### src/rtl/pwr_mode_seq.sv
module pwr_mode_seq #(
  parameter int DIV_W = 3
) (
  input  logic             clk,
  input  logic             rst_n,
  input  logic [1:0]       lpm_sel,
  input  logic             clk_src_sel,
  input  logic             pwr_down_req,
  input  logic             nest_stat,
  input  logic             irq_wake_en,
  input  logic             periph_wake_en,
  input  logic             irq_pending,
  input  logic             dec_wake,
  input  logic             periph_req,
  input  logic             periph_done,
  input  logic [DIV_W-1:0] hi_div,
  input  logic [DIV_W-1:0] lo_div,
  output logic [1:0]       pwr_mode,
  output logic [DIV_W-1:0] div_sel,
  output logic             core_halt,
  output logic             vector_ext,
  output logic             clr_sel
);

  localparam logic [1:0] M_NH = 2'b00;
  localparam logic [1:0] M_NL = 2'b01;
  localparam logic [1:0] M_DH = 2'b10;
  localparam logic [1:0] M_DL = 2'b11;

  logic [1:0] mode_q, mode_d;
  logic       svc_q, svc_d;
  logic       vec_q, clr_q;

  wire enter_req = pwr_down_req && !nest_stat && (lpm_sel == 2'b01);
  wire irq_wake  = irq_pending && irq_wake_en;
  wire wake      = irq_wake || dec_wake;
  wire leaving   = mode_q[1] && !mode_d[1];

  always_comb begin
    mode_d = mode_q;
    svc_d  = svc_q;
    case (mode_q)
      M_NH, M_NL: begin
        if (enter_req) mode_d = clk_src_sel ? M_DL : M_DH;
      end
      M_DH: begin
        if (wake) begin
          mode_d = (svc_q && !irq_wake_en) ? M_NL : M_NH;
          svc_d  = 1'b0;
        end else if (svc_q && periph_done) begin
          mode_d = M_DL;
          svc_d  = 1'b0;
        end
      end
      default: begin
        if (wake) begin
          mode_d = irq_wake_en ? M_NH : M_NL;
        end else if (periph_wake_en && periph_req) begin
          mode_d = M_DH;
          svc_d  = 1'b1;
        end
      end
    endcase
  end

  always_ff @(posedge clk) begin
    if (!rst_n) begin
      mode_q <= M_NH;
      svc_q  <= 1'b0;
      vec_q  <= 1'b0;
      clr_q  <= 1'b0;
    end else begin
      mode_q <= mode_d;
      svc_q  <= svc_d;
      vec_q  <= leaving && irq_wake;
      clr_q  <= leaving;
    end
  end

  assign pwr_mode   = mode_q;
  assign core_halt  = mode_q[1];
  assign div_sel    = mode_q[0] ? lo_div : hi_div;
  assign vector_ext = vec_q;
  assign clr_sel    = clr_q;

endmodule

### config.mk
export PLATFORM = sky130hd
export DESIGN_NAME = pwr_mode_seq
export DESIGN_NICKNAME = d
export VERILOG_FILES = /design/src/rtl/pwr_mode_seq.sv
export SDC_FILE = /design/constraint.sdc
export NUM_CORES = 1
export LEC_CHECK = 0
export BUFFER_PORTS_ARGS = -buffer_cell sky130_fd_sc_hd__buf_2
export CELL_PAD_IN_SITES_DETAIL_PLACEMENT = 0
export CELL_PAD_IN_SITES_GLOBAL_PLACEMENT = 1
export CORE_AREA = 5 5 42 44
export DETAILED_ROUTE_END_ITERATION = 7
export DIE_AREA = 0 0 47 49
export PLACE_DENSITY_LB_ADDON = 0.1
export SLEW_MARGIN = 0
export SYNTH_ARGS = -nofsm -noshare
export SYNTH_HDL_FRONTEND = slang
export SYNTH_SLANG_ARGS = --single-unit
### constraint.sdc
create_clock -name clk -period 2.7 [get_ports clk]
set_input_delay 0.405 -clock clk [delete_from_list [all_inputs] [get_ports clk]]
set_output_delay 0.405 -clock clk [all_outputs]
set_load 0.05 [all_outputs]
==> summary.txt <==
crit path buf inv count -> 1
Setup crit end kind -> output port
reg2reg start -> pwr_mode[0]
Area Growth Syn to Fin -> 56.3%
max_slew headroom -> 0.800
Fill cells -> 178
register area -> 100 µm²
hold path startpoint -> irq_pending
hold endpoint -> vector_ext
syn_nets -> 51
final setup fails -> 0
post_cts resized -> 0
number of synthesized flops with an enable pin -> 0
WHS Path Cells -> 3
crit-path cells -> mux2_2 > buf_2
Clock transition at path regs -> 0.05 ns
TritonCTS buffer count -> 3
DR WL met3 -> 131 µm
Post-CTS Setup Repair Bufs -> 0
number of DRC markers in iteration 0 -> 0
Slew Viols, Final -> 0
clk_skew -> 0.00711 ns
vias -> 316
Longest Clk Path Bufs -> 2
sequential fraction of the synthesis area -> 0.346
CP Max Fanout -> 9
count leader, synth -> dfxtp_1
VDD IR-drop max -> 165 µV
Worst EP required -> 2.30 ns
first-pass GRT wire length -> 1.22 mm
RSZ-0062 raised after global routing -> false
drt via density -> 4.16
setup TNS -> 0 ns
root buf cell -> clkbuf_4
area leader, netlist -> dfxtp_1
remaining antenna violation count -> 0
CP Launch Type -> flip-flop
max cap viols -> 0
Synth top cells by count -> dfxtp_1, mux2_2, nand3_1, nor2_1
run status -> completed
Post-Synth Simple-Gate Area -> 0.203
endpoints failing hold -> 0
Routed WL -> 764 µm
multi-input logic area -> 170 µm²
main combinational cell family by area after synthesis -> simple AND/OR/NAND/NOR gates
CTS tree -> done
Main synth FF type -> dfxtp_1
clk_lat worst skew -> 0.24 ns
port bufs -> 26
Highest Signal Layer -> met3
initial antenna violation count -> 0
final non-filler cell total -> 76
f_max -> 583 MHz
Yosys top cell area share -> 0.346
crit path kind -> flip-flop to output port
crit path time final -> 1.72 ns
core area -> 1400 µm²
drc violations -> 0
H-Tree Depth -> 1
Leak -> 0.219 nW
Yosys cell types -> 17
YS warnings -> 0
drt first pass iters -> 1
hold buffer count at cts -> 0
number of diodes -> 0
Initial Util -> 0.206
CP max-delay cell -> dfxtp_1
delay-heaviest family, CP -> flip-flops
power per cell area -> 453 nW/µm²
routed len/inst -> 10.1 µm
Post-Synth XOR/XNOR Area -> 0
synthesized flop and latch total -> 5
RD Place Congestion -> 0.607
Hold Crit Class -> primary input to flip-flop
dpl cells -> 72
Post-DP HPWL -> 672 µm
vias in the first global route -> 315
final layout net count -> 80
Post-Syn Area -> 289 µm²
pin count of the biggest net entering global routing -> 10
r2r endpoint -> pwr_mode[0]
CP peak stage delay -> 0.49 ns
crit path DAT -> 1.31 ns
crit share post-route -> 0.636
Cell Rows -> 14
met2 WL -> 328 µm
Adder-Cell Fraction of Synth Area -> 0
I/O pins -> 27
Setup WS post-layout -> 0.984 ns
R2R depth -> 3
clk sink count -> 5
Post-synth ARST share -> 0
layout cells sized above 1 -> 0.567
final hold slack -> 0.406 ns
cells after synthesis -> 32
Design Power -> 0.000204 W
pre-CTS worst setup slack -> 1.24 ns
GRT overflow -> 0
Slew @ Worst Pin -> 0.299 ns
cell types occupying the most area after synthesis -> dfxtp_1, mux2_2, mux2i_1
cell depth of the worst setup path -> 2
r2r setup slk -> 1.68 ns
Synth Area in Compound Gates -> 0.199
mux share of post-synthesis cell area -> 0.186
die area -> 2300 µm²
total track usage -> 0.0754
syn_area_per_cell -> 9.03 µm²
metal1 wirelength -> 305 µm
Die H -> 49 µm
die width -> 47 µm
## routing by layer
metal / up-vias / GRT usage
met1: 128 / 0.0791
li1: 172 / -
met5: - / 0
met2: 16 / 0.102
met3: 0 / 0.0517
met4: 0 / 0.0553
## tightest hold or removal path: cells and delay by family
| kind | cells | cell delay [ns] |
|---|---|---|
| AND/OR/NAND/NOR | 2 | 0.08 |
| buffers and inverters | 1 | 0.12 |
## state kept, by name, indices dropped and copies added (netlist names)
name / count
pwr_mode: 2
clr_sel: 1
svc_q: 1
vector_ext: 1
## power breakdown
group	total [W]	leakage (nW)	internal, W	switching, W
Combinational	0.0000421	0.161	0.0000173	0.0000249
Clock	0.0000860	0.0177	0.0000537	0.0000323
Sequential	0.0000763	0.0404	0.0000748	0.00000151
## how the worst max path moves through the flow
| stage | start | to | slack, ns |
|---|---|---|---|
| detailed placement | pwr_mode[0] | div_sel[0] | 1.24 |
| floorplan | pwr_mode[0] | div_sel[0] | 1.0 |
| CTS | pwr_mode[0] | div_sel[0] | 0.96 |
| finish | pwr_mode[0] | div_sel[0] | 0.98 |
| global route | pwr_mode[0] | div_sel[1] | 0.91 |
| global placement | pwr_mode[0] | div_sel[1] | 1.28 |
## per-stage QoR
stage | area [µm²] | utilization
finish | 452 | 0.322
global route | 452 | 0.322
CTS | 452 | 0.322
detailed placement | 424 | 0.303
global placement | 424 | 0.303
floorplan | 289 | -
## placed cells by master (no fill, tap or decap), drive strengths merged
cell type	count
a211oi	1
a21oi	2
and3	1
and4bb	1
buf	26
clkbuf	3
clkinv	1
dfxtp	5
inv	1
mux2	3
mux2i	2
nand2	2
nand2b	1
nand3	3
nor2	3
o21a	1
o21ai	2
o22ai	1
o32ai	1
## final cells by class
cell class / count / area share
multi-input cells: 24 / 0.377
repair buffers: 26 / 0.288
flip-flops and latches: 5 / 0.222
clock buffers: 3 / 0.0499
well taps: 16 / 0.0443
clock inverters: 1 / 0.0111
inverters: 1 / 0.00831
## cells by family after synthesis
group	after synthesis
AOI/OAI and AO/OA	8
and+or+nand+nor	11
DFF	5
muxes	5
buffers and inverters	3
No activity file was read; power rests on OpenSTA's default activity.
